$ cat config.mk
export PLATFORM = sky130hd
export DESIGN_NAME = sar_cascade
export DESIGN_NICKNAME = d
export VERILOG_FILES = /design/src/rtl/sar_pkg.sv /design/src/rtl/sar_ctrl.sv /design/src/rtl/sar_seq.sv /design/src/rtl/sar_bits.sv /design/src/rtl/sar_cascade.sv
export SDC_FILE = /design/constraint.sdc
export NUM_CORES = 1
export LEC_CHECK = 0
export BUFFER_PORTS_ARGS = -buffer_cell sky130_fd_sc_hd__buf_2
export CORE_AREA = 4 4 48 50
export CTS_CLUSTER_SIZE = 14
export DETAILED_ROUTE_END_ITERATION = 10
export DIE_AREA = 0 0 52 54
export GPL_TIMING_DRIVEN = 1
export HOLD_SLACK_MARGIN = 0.05
export MAX_ROUTING_LAYER = met4
export PLACE_DENSITY = 0.81
export SLEW_MARGIN = 25
export SYNTH_ARGS = -nofsm -noshare
export SYNTH_HDL_FRONTEND = slang
export SYNTH_HIERARCHICAL = 1
export SYNTH_SLANG_ARGS = --single-unit
$ cat constraint.sdc
create_clock -name clk_i -period 6.4 [get_ports clk_i]
set_clock_uncertainty 0.1 [all_clocks]
set_input_delay 0.32 -clock clk_i [delete_from_list [all_inputs] [get_ports clk_i]]
set_output_delay 0.32 -clock clk_i [all_outputs]
set_load 0.005 [all_outputs]
$ cat src/rtl/sar_pkg.sv
package sar_pkg;
  typedef enum logic [1:0] {
    ACT_IDLE  = 2'd0,
    ACT_CLEAR = 2'd1,
    ACT_BEGIN = 2'd2,
    ACT_STEP  = 2'd3
  } sar_act_e;
endpackage

$ cat src/rtl/sar_ctrl.sv
module sar_ctrl
  import sar_pkg::*;
(
  input  logic     clk_i,
  input  logic     rst_ni,
  input  logic     start_i,
  input  logic     mr_i,
  input  logic     busy_i,
  input  logic     complete_i,
  output sar_act_e act_o
);
  logic start_q;
  logic start_rise;

  always_ff @(posedge clk_i or negedge rst_ni) begin
    if (!rst_ni) start_q <= 1'b0;
    else         start_q <= start_i;
  end

  assign start_rise = start_i & ~start_q;

  // level start also fires when neither running nor done: no stuck idle state
  always_comb begin
    if (mr_i)                                              act_o = ACT_CLEAR;
    else if (start_rise || (start_i && !busy_i && !complete_i)) act_o = ACT_BEGIN;
    else if (busy_i)                                       act_o = ACT_STEP;
    else                                                   act_o = ACT_IDLE;
  end

  AST_NO_BEGIN_WITHOUT_START: assert property (@(posedge clk_i) disable iff (!rst_ni)
    !start_i |-> act_o != ACT_BEGIN);
endmodule

$ cat src/rtl/sar_seq.sv
module sar_seq
  import sar_pkg::*;
#(
  parameter int WIDTH = 8
) (
  input  logic             clk_i,
  input  logic             rst_ni,
  input  sar_act_e         act_i,
  input  logic             ff_i,
  output logic [WIDTH-1:0] ptr_o,
  output logic             busy_o,
  output logic             complete_o
);
  localparam logic [WIDTH-1:0] TOP_ONLY = {1'b1, {(WIDTH-1){1'b0}}};

  logic [WIDTH-1:0] ptr_q;
  logic             done_q;

  always_ff @(posedge clk_i or negedge rst_ni) begin
    if (!rst_ni) begin
      ptr_q  <= '0;
      done_q <= 1'b0;
    end else begin
      unique case (act_i)
        ACT_CLEAR: begin ptr_q <= '0;       done_q <= 1'b0; end
        ACT_BEGIN: begin ptr_q <= TOP_ONLY; done_q <= 1'b0; end
        ACT_STEP: begin
          ptr_q <= ptr_q >> 1;
          if (ptr_q[0] || ff_i) done_q <= 1'b1;
        end
        default: ;
      endcase
    end
  end

  assign ptr_o      = ptr_q;
  assign busy_o     = |ptr_q;
  assign complete_o = done_q;

  AST_PTR_ONEHOT: assert property (@(posedge clk_i) disable iff (!rst_ni)
    $onehot0(ptr_o));
  AST_LAST_STEP_DONE: assert property (@(posedge clk_i) disable iff (!rst_ni)
    (act_i == ACT_STEP && ptr_o[0]) |=> (!busy_o && complete_o));
  AST_DONE_STICKY: assert property (@(posedge clk_i) disable iff (!rst_ni)
    (complete_o && act_i == ACT_STEP) |=> complete_o);
endmodule

$ cat src/rtl/sar_bits.sv
module sar_bits
  import sar_pkg::*;
#(
  parameter int WIDTH = 8
) (
  input  logic             clk_i,
  input  logic             rst_ni,
  input  sar_act_e         act_i,
  input  logic [WIDTH-1:0] ptr_i,
  input  logic             complete_i,
  input  logic             cmp_i,
  output logic [WIDTH-1:0] q_o,
  output logic             sout_o
);
  localparam logic [WIDTH-1:0] TOP_ONLY = {1'b1, {(WIDTH-1){1'b0}}};

  logic [WIDTH-1:0] q_q;
  logic             sout_q;

  for (genvar i = 0; i < WIDTH; i++) begin : g_bit
    logic arm;
    if (i == WIDTH - 1) begin : g_top
      assign arm = 1'b0;
    end else begin : g_low
      assign arm = ptr_i[i+1];
    end

    always_ff @(posedge clk_i or negedge rst_ni) begin
      if (!rst_ni) q_q[i] <= 1'b0;
      else begin
        unique case (act_i)
          ACT_CLEAR: q_q[i] <= 1'b0;
          ACT_BEGIN: q_q[i] <= TOP_ONLY[i];
          ACT_STEP: begin
            if (ptr_i[i])  q_q[i] <= cmp_i;
            else if (arm)  q_q[i] <= 1'b1;
          end
          default: ;
        endcase
      end
    end
  end

  // serial bit shown for the period after its resolving edge
  always_ff @(posedge clk_i or negedge rst_ni) begin
    if (!rst_ni) sout_q <= 1'b0;
    else         sout_q <= (act_i == ACT_STEP) && !complete_i && cmp_i;
  end

  assign q_o    = q_q;
  assign sout_o = sout_q;

  AST_CLEAR_EMPTIES: assert property (@(posedge clk_i) disable iff (!rst_ni)
    act_i == ACT_CLEAR |=> q_o == '0);
  AST_BEGIN_TOP: assert property (@(posedge clk_i) disable iff (!rst_ni)
    act_i == ACT_BEGIN |=> q_o == TOP_ONLY);
  AST_IDLE_HOLDS: assert property (@(posedge clk_i) disable iff (!rst_ni)
    act_i == ACT_IDLE |=> $stable(q_o));
  AST_SOUT_QUIET: assert property (@(posedge clk_i) disable iff (!rst_ni)
    act_i != ACT_STEP |=> !sout_o);
endmodule

$ cat src/rtl/sar_cascade.sv
module sar_cascade
  import sar_pkg::*;
#(
  parameter int WIDTH = 8
) (
  input  logic             clk_i,
  input  logic             rst_ni,
  input  logic             start_i,
  input  logic             cmp_i,
  input  logic             mr_i,
  input  logic             ff_i,
  output logic [WIDTH-1:0] q_o,
  output logic             eoc_o,
  output logic             sout_o
);
  sar_act_e         act;
  logic [WIDTH-1:0] ptr;
  logic             busy;
  logic             complete;
  logic             eoc_q;

  sar_ctrl u_ctrl (
    .clk_i      (clk_i),
    .rst_ni     (rst_ni),
    .start_i    (start_i),
    .mr_i       (mr_i),
    .busy_i     (busy),
    .complete_i (complete),
    .act_o      (act)
  );

  sar_seq #(.WIDTH(WIDTH)) u_seq (
    .clk_i      (clk_i),
    .rst_ni     (rst_ni),
    .act_i      (act),
    .ff_i       (ff_i),
    .ptr_o      (ptr),
    .busy_o     (busy),
    .complete_o (complete)
  );

  sar_bits #(.WIDTH(WIDTH)) u_bits (
    .clk_i      (clk_i),
    .rst_ni     (rst_ni),
    .act_i      (act),
    .ptr_i      (ptr),
    .complete_i (complete),
    .cmp_i      (cmp_i),
    .q_o        (q_o),
    .sout_o     (sout_o)
  );

  // flag settles half a cycle after the register state
  always_ff @(negedge clk_i or negedge rst_ni) begin
    if (!rst_ni) eoc_q <= 1'b0;
    else         eoc_q <= complete;
  end

  assign eoc_o = eoc_q;

  AST_EOC_TRACK: assert property (@(posedge clk_i) disable iff (!rst_ni)
    eoc_o == complete);
  AST_FIRST_PERIOD_QUIET: assert property (@(posedge clk_i) disable iff (!rst_ni)
    act == ACT_BEGIN |=> !sout_o);
endmodule

==> results of run 1 <==
-- cell type report --
cell class,count,area [sq um],share of cell area (%)
flip-flops and latches,20,500,43.9
multi-input cells,64,454,39.8
repair buffers,17,95.1,8.34
well taps,27,33.8,2.96
inverters,8,30.0,2.63
clock buffers,4,26.3,2.31
-- worst min-delay path, cell delays in order --
cell,delay [ns]
buf_2,0.16
nand2_1,0.08
nor2_1,0.04
-- Yosys cell counts, types with 2 or more instances --
cell type / number
buf_6: 2
o311ai_1: 2
buf_4: 2
inv_1: 8
nor2b_1: 5
a22oi_1: 2
nand2_1: 3
dfrtp_1: 19
nor2_1: 4
a22o_1: 8
nand2b_1: 2
ha_1: 4
o21ai_0: 8
nor2_2: 2
o31ai_1: 4
nor3b_1: 3
nand4_1: 3
nor4_1: 2
-- flip-flops by register name, indices dropped and copies added (netlist names) --
register / count
u_seq/ptr_o: 8
u_bits/sout_o: 1
u_ctrl/start_q: 1
eoc_o: 1
u_bits/q_o: 8
u_seq/complete_o: 1
-- worst paths after layout --
path	startpoint	to	slack, ns	depth (start not counted)
setup reg to reg	u_seq/complete_o	eoc_o	2.50	0
min in group asynchronous	rst_ni	u_seq/ptr_o[3]	0.40	2
max in group asynchronous	rst_ni	eoc_o	2.37	2
hold / removal	cmp_i	u_bits/sout_o	0.23	3
hold reg to reg	u_seq/complete_o	u_bits/sout_o	0.41	1
setup / recovery	eoc_o	eoc_o	1.99	1
-- metal layers --
metal / vias to the layer above / share of wire [%] / GRT usage [%]
met5: - / 0 / -
met3: 4 / 5.0 / 3.05
met1: 372 / 46 / 21.1
met2: 17 / 48 / 28.2
met4: 0 / 1.8 / 9.17
li1: 384 / - / -
-- cell families after synthesis --
logic type | after synthesis | synth area share, %
adder cells (fa/ha/maj) | 4 | 4.88
buffers and inverters | 13 | 6.95
multiplexers | 1 | 0.976
AND/OR/NAND/NOR | 29 | 16.6
AO/OA/AOI/OAI | 30 | 21.8
flip-flops | 20 | 48.8
-- layout by cell type (no fill, tap or decap), types with 3 or more instances in the layout --
master,instances
nor2_1,4
inv_1,8
buf_2,15
a22o_1,8
o31ai_1,4
o21ai_0,8
clkbuf_4,3
nand2_1,3
dfrtp_1,19
nor3b_1,3
ha_1,4
nor2b_1,5
nand4_1,3
-- where the power goes --
group | total, mW | switching (mW) | internal (mW)
Sequential | 0.151 | 0.00949 | 0.142
Combinational | 0.0752 | 0.0425 | 0.0327
Clock | 0.0603 | 0.0360 | 0.0242
Total | 0.287 | 0.0880 | 0.199
-- through the flow --
step / util, % / power, mW
floorplan: - / 0.206
global placement: 57.5 / 0.226
detailed placement: 57.5 / 0.230
CTS: 59.9 / 0.293
global route: 59.9 / 0.309
finish: 59.9 / 0.287
==> key figures, run 1 <==
Yosys
  • Syn Nets: 107
  • Yosys top cell area share: 46.3%
  • Post-synthesis instance total: 97
  • Synth area leaders: dfrtp_1 46%, a22o_1 6.8%, ha_1 4.9%, o21ai_0 3.9%, nor2b_1 3.0%
  • Number of synthesized flops with an enable pin: 0
  • Seq/Total Area, Yosys: 48.8%
  • Netlist cell types: 32
  • Ys Warns: 6
  • Dominant cell type by area after synthesis: dfrtp_1
  • Synthesis-stage register bit count: 20
  • Ys async rst share: 100%
  • Synth Flop Type: dfrtp_1
  • Synthesized cell area: 1030 sq um
  • Syn_area_per_cell: 10.6 sq um

STA
  • Final Hold Vio Count: 0
  • Worst slew pin tran: 0.509 ns
  • Slew Limit Fails: 0
  • # setup viols final: 0
  • Final worst hold slack: 0.234 ns
  • Relative slew slack: 66.1%
  • Worst Slack Setup Final: 1.99 ns
  • RSZ-0062 raised after global routing: no
  • Setup tns final: 0 ns

Clock network
  • Clk sinks: 20
  • H-Tree Level Count: 1
  • CTS buffer count: 3
  • CTS Buffer Depth: 2
  • TritonCTS clock tree: done
  • Hold buffers post-CTS: 2
  • Cts repair resizes: 0
  • Root buffer cell: clkbuf_4
  • Postcts setup bufs: 0
  • CTS clock-pin slew for the worst setup and hold paths: 0.10 ns
  • Clock latency on the worst-skew pair: 0.30 ns

Critical path
  • Crit path buf inv count: 1
  • Worst Setup Path Type: reg -> out
  • Data arrival, critical path: 3.99 ns
  • CP max stage cell: dfrtn_1
  • Cell family with most CP delay: flip-flops
  • CP peak stage delay: 0.40 ns
  • Crit-path cells: buf_2
  • Crit end category: primary output
  • CP Launch Type: flop
  • Peak fanout along the critical path: 1
  • Crit path required time: 5.98 ns

Cells and area
  • N_diodes: 0
  • Fillers: 171
  • Layout cells sized above 1: 21.2%
  • Area delta synth->final: 11.1%
  • Post-Layout Inst Area: 1140 sq um
  • Final Non-Filler Cells: 140
  • Nets@finish: 124

Routing
  • Routed via count: 777
  • First drt pass iteration count: 4
  • Drt drc: 0
  • Final WL: 1960 microns
  • Drt via density: 5.55
  • 1st-iter DRT viols: 10
  • DR WL/cell: 14.0 microns
  • Remaining antenna violation count after routing: 0

Place
  • Post-DP HPWL: 1410 microns
  • Dpl cells: 134
  • DP Worst Slack: 2.32 ns
  • RD Place Congestion: 0.739
  • Number of I/O port buffers: 15
  • Post-placement cell area: 1090 sq um

Run status
  • Status: complete, no violations

Floorplanning
  • Die ar.: 2810 sq um
  • Ports: 16
  • Row cnt: 16
  • Chip width: 52 microns
  • Core area: 1900 sq um
  • Die height: 54 microns
  • Initial Util: 53.9%

Power and ir drop
  • LEAKAGE: 0.545 nW
  • Pwr Density: 251 nW/um^2
  • Worst VDD drop: 0.122 mV

Global routing
  • Pin count of the biggest net entering global routing: 21
  • Overall routing resource usage: 17.5%
  • Global-route wire length before repair: 3420 microns
  • Initial antenna violation count: 0
  • Congestion Overflow GR: 0
  • Vias in the first global route: 759

Hold path
  • Tightest Hold Check Type: in -> reg

Job
  • Max-cap violation count: 0
No activity file was read; power rests on OpenSTA's default activity.
==> run 2: changes to the inputs <==
--- a/config.mk
+++ b/config.mk
@@ -5,6 +5,7 @@
 export SDC_FILE = /design/constraint.sdc
 export NUM_CORES = 1
 export LEC_CHECK = 0
+export ABC_AREA = 1
 export BUFFER_PORTS_ARGS = -buffer_cell sky130_fd_sc_hd__buf_2
 export CORE_AREA = 4 4 48 50
 export CTS_CLUSTER_SIZE = 14
@@ -13,7 +14,7 @@
 export GPL_TIMING_DRIVEN = 1
 export HOLD_SLACK_MARGIN = 0.05
 export MAX_ROUTING_LAYER = met4
-export PLACE_DENSITY = 0.81
+export PLACE_DENSITY = 0.79
 export SLEW_MARGIN = 25
 export SYNTH_ARGS = -nofsm -noshare
 export SYNTH_HDL_FRONTEND = slang
==> constraint.sdc (replaced) <==
create_clock -name clk_i -period 4.3 [get_ports clk_i]
set_clock_uncertainty 0.1 [all_clocks]
set_input_delay 0.215 -clock clk_i [delete_from_list [all_inputs] [get_ports clk_i]]
set_output_delay 0.215 -clock clk_i [all_outputs]
set_load 0.005 [all_outputs]
==> run 2 against run 1 <==
Against the previous run: power increased by 82%; via count increased by 7.5%; worst hold slack got worse by 0.12 ns; first-iteration DRC count increased by 90%; critical endpoint unchanged; largest cell class unchanged; critical path depth unchanged; clock power increased by 81%; highest routed layer unchanged; global-route usage decreased by 0.78 points.
==> key figures, run 2 <==
Run status
  • Status: complete, no violations

Yosys
  • Ys async rst share: 100% (unchanged)
  • Ys Warns: 6 (unchanged)
  • Synth Flop Type: dfrtp_1
  • Synthesized cell area: 995 sq um (-3.0%)
  • Netlist cell types: 22 (-31%)
  • Number of synthesized flops with an enable pin: 0 (unchanged)
  • Synth Area in XOR/XNOR: 0% (unchanged)
  • Most numerous cell in the Yosys netlist: nand2_1
  • Synthesis-stage register bit count: 20 (unchanged)
  • Syn Nets: 129 (+21%)
  • Mux share of post-synthesis cell area: 0% (-0.98 points)
  • Seq/Total Area, Yosys: 50.3% (+1.5 points)
  • Post-synthesis compound-gate area fraction: 14.5% (-7.4 points)
  • Top cells by count, synth: 26 x nand2_1, 19 x dfrtp_1, 15 x inv_1, 9 x nand3_1
  • Largest family of logic cells by synthesized area: simple AND/OR/NAND/NOR gates
  • Dominant cell type by area after synthesis: dfrtp_1
  • Post-synthesis instance total: 119 (+23%)
  • Synth area leaders: dfrtp_1 48%, nand2_1 9.8%, inv_1 5.7%, ha_1 5.0%, nand3_1 4.5%
  • Simple-Gate Fraction of Synth Area: 21.5% (+4.9 points)
  • Yosys top cell area share: 47.8% (+1.5 points)
  • Syn_area_per_cell: 8.36 sq um (-21%)
  • Post-Synth Adder-Cell Area: 5.03% (+0.15 points)

Critical path
  • Data arrival, critical path: 2.93 ns (-1.06 ns)
  • Crit path buf inv count: 1 (unchanged)
  • CP Launch Type: flop
  • Worst Setup Path Type: reg -> out
  • Crit path required time: 3.98 ns (-2.00 ns)
  • Peak fanout along the critical path: 1 (unchanged)
  • Crit end category: primary output
  • CP max stage cell: dfrtn_1
  • Cell family with most CP delay: flip-flops
  • Crit-path cells: buf_2
  • CP peak stage delay: 0.39 ns (about the same)

Clock network
  • H-Tree Level Count: 1 (unchanged)
  • Clk sinks: 20 (unchanged)
  • Root buffer cell: clkbuf_4
  • CTS Buffer Depth: 2 (unchanged)
  • CTS buffer count: 3 (unchanged)
  • TritonCTS clock tree: done
  • Postcts setup bufs: 0 (unchanged)
  • Clock latency on the worst-skew pair: 0.29 ns (about the same)
  • CTS clock-pin slew for the worst setup and hold paths: 0.11 ns (about the same)

STA
  • Relative slew slack: 71.2% (+5.1 points)
  • Worst slew pin tran: 0.432 ns (-0.0769 ns)
  • RSZ-0062 raised after global routing: no
  • Setup tns final: 0 ns (unchanged)
  • # setup viols final: 0 (unchanged)
  • Slew Limit Fails: 0 (unchanged)
  • Final Hold Vio Count: 0 (unchanged)

Routing
  • Remaining antenna violation count after routing: 0 (unchanged)
  • 1st-iter DRT viols: 19 (+9)
  • Metal3 WL: 73 microns (-26%)
  • DR WL/cell: 11.8 microns (-16%)
  • Wl on met1: 869 microns (-2.7%)
  • Top sig layer: met4
  • Final WL: 1960 microns (-0.15%)
  • Drt drc: 0 (unchanged)
  • WL met2: 996 microns (+6.8%)
  • Routed via count: 835 (+7.5%)
  • First drt pass iteration count: 4 (unchanged)
  • Drt via density: 5.03 (-9.4%)

Job
  • Max-cap violation count: 0 (unchanged)

Cells and area
  • Leading cell type in the layout, fill and taps excluded: nand2_1
  • N_diodes: 0 (unchanged)
  • Post-Layout Inst Area: 1150 sq um (+0.77%)
  • Most frequent cells in the layout: 26 x nand2_1, 19 x dfrtp_1, 15 x buf_2, 15 x inv_1, 9 x nand3_1
  • Area delta synth->final: 15.5%
  • Nets@finish: 150 (+21%)
  • Layout cells sized above 1: 20.1% (-1.1 points)

Global routing
  • Overall routing resource usage: 16.8% (-0.78 points)
  • Initial antenna violation count: 0 (unchanged)
  • Pin count of the biggest net entering global routing: 21 (unchanged)
  • Congestion Overflow GR: 0 (unchanged)
  • Global-route wire length before repair: 3390 microns (-0.82%)
  • Vias in the first global route: 790 (+4.1%)

Place
  • Number of I/O port buffers: 15 (unchanged)
  • Post-DP HPWL: 1410 microns (-0.26%)
  • Post-placement cell area: 1090 sq um (-0.11%)
  • RD Place Congestion: 0.760 (+2.8%)

Floorplanning
  • Die ar.: 2810 sq um (unchanged)
  • Row cnt: 16 (unchanged)
  • Ports: 16 (unchanged)
  • Initial Util: 52.3% (-1.6 points)
  • Chip width: 52 microns (unchanged)
  • Die height: 54 microns (unchanged)
  • Core area: 1900 sq um (unchanged)

Hold path
  • Tightest Hold Check Type: in -> reg

Power and ir drop
  • Pwr Density: 454 nW/um^2 (+80%)
  • Pwr Total: 0.521 mW (+82%)
  • LEAKAGE: 0.618 nW (+13%)
  • Worst VDD drop: 0.209 mV (+72%)
run 2: cell count changes in the layout (fill, tap and decap cells not counted), sizes merged, moves of 6 or more:
cell,before,now
o22ai,0,6
a22o,8,0
a21oi,1,9
inv,8,19
nand3,0,10
nand2,4,28
run 2: path summary, 6_finish.rpt:
kind	from	to	slack [ns]	cells after the start
min reg2reg	u_seq/complete_o	u_bits/sout_o	0.41	1
max	eoc_o	eoc_o	1.05	1
max reg2reg	u_seq/complete_o	eoc_o	1.46	0
min	cmp_i	u_bits/q_o[7]	0.11	3
min in group asynchronous	rst_ni	u_bits/q_o[7]	0.29	2
max in group asynchronous	rst_ni	eoc_o	1.44	2
run 2: area by class of cell:
| type | count | area, sq um |
|---|---|---|
| clock buffer | 4 | 36.3 |
| fill | 149 | 753 |
| inverter | 20 | 75.1 |
| multi-input combinational | 78 | 408 |
| sequential | 20 | 500 |
| tap | 27 | 33.8 |
| timing repair buffer | 17 | 95.1 |
run 2: kinds of logic after synthesis:
kind of cell               count (synthesis)
adders and majority gates                  4
and+or+nand+nor                           48
AOI/OAI and AO/OA                         26
buffers and inverters                     21
DFF                                       20
run 2: where the power goes:
part / switching [mW] / total (mW) / internal, mW
combinational: 0.101 / 0.168 / 0.0670
sequential: 0.0205 / 0.244 / 0.224
clock: 0.0570 / 0.109 / 0.0516
total: 0.179 / 0.521 / 0.342
run 2: timing repair:
action                                 in CTS  in global routing
endpoints found under the hold margin      20                  0
hold buffers                                2                  0
gates resized for setup                     0                  0
run 2: through the flow:
| step | std cells | setup WS (ns) | hold WS (ns) | util, % |
|---|---|---|---|---|
| 2_1_floorplan | 119 | 1.46 | -0.181 | - |
| 3_3_place_gp | 160 | 1.38 | 0.0783 | 57.4 |
| 3_5_place_dp | 160 | 1.38 | 0.0851 | 57.4 |
| 4_1_cts | 166 | 1.04 | 0.100 | 60.4 |
| 5_1_grt | 166 | 1.01 | 0.118 | 60.4 |
| 6_report | 166 | 1.05 | 0.110 | 60.4 |
run 2: per-layer routing:
metal / vias to the layer above / global-route usage, %
met1: 383 / 20.1
li1: 430 / -
met5: - / -
met3: 2 / 1.66
met2: 20 / 28.5
met4: 0 / 7.86
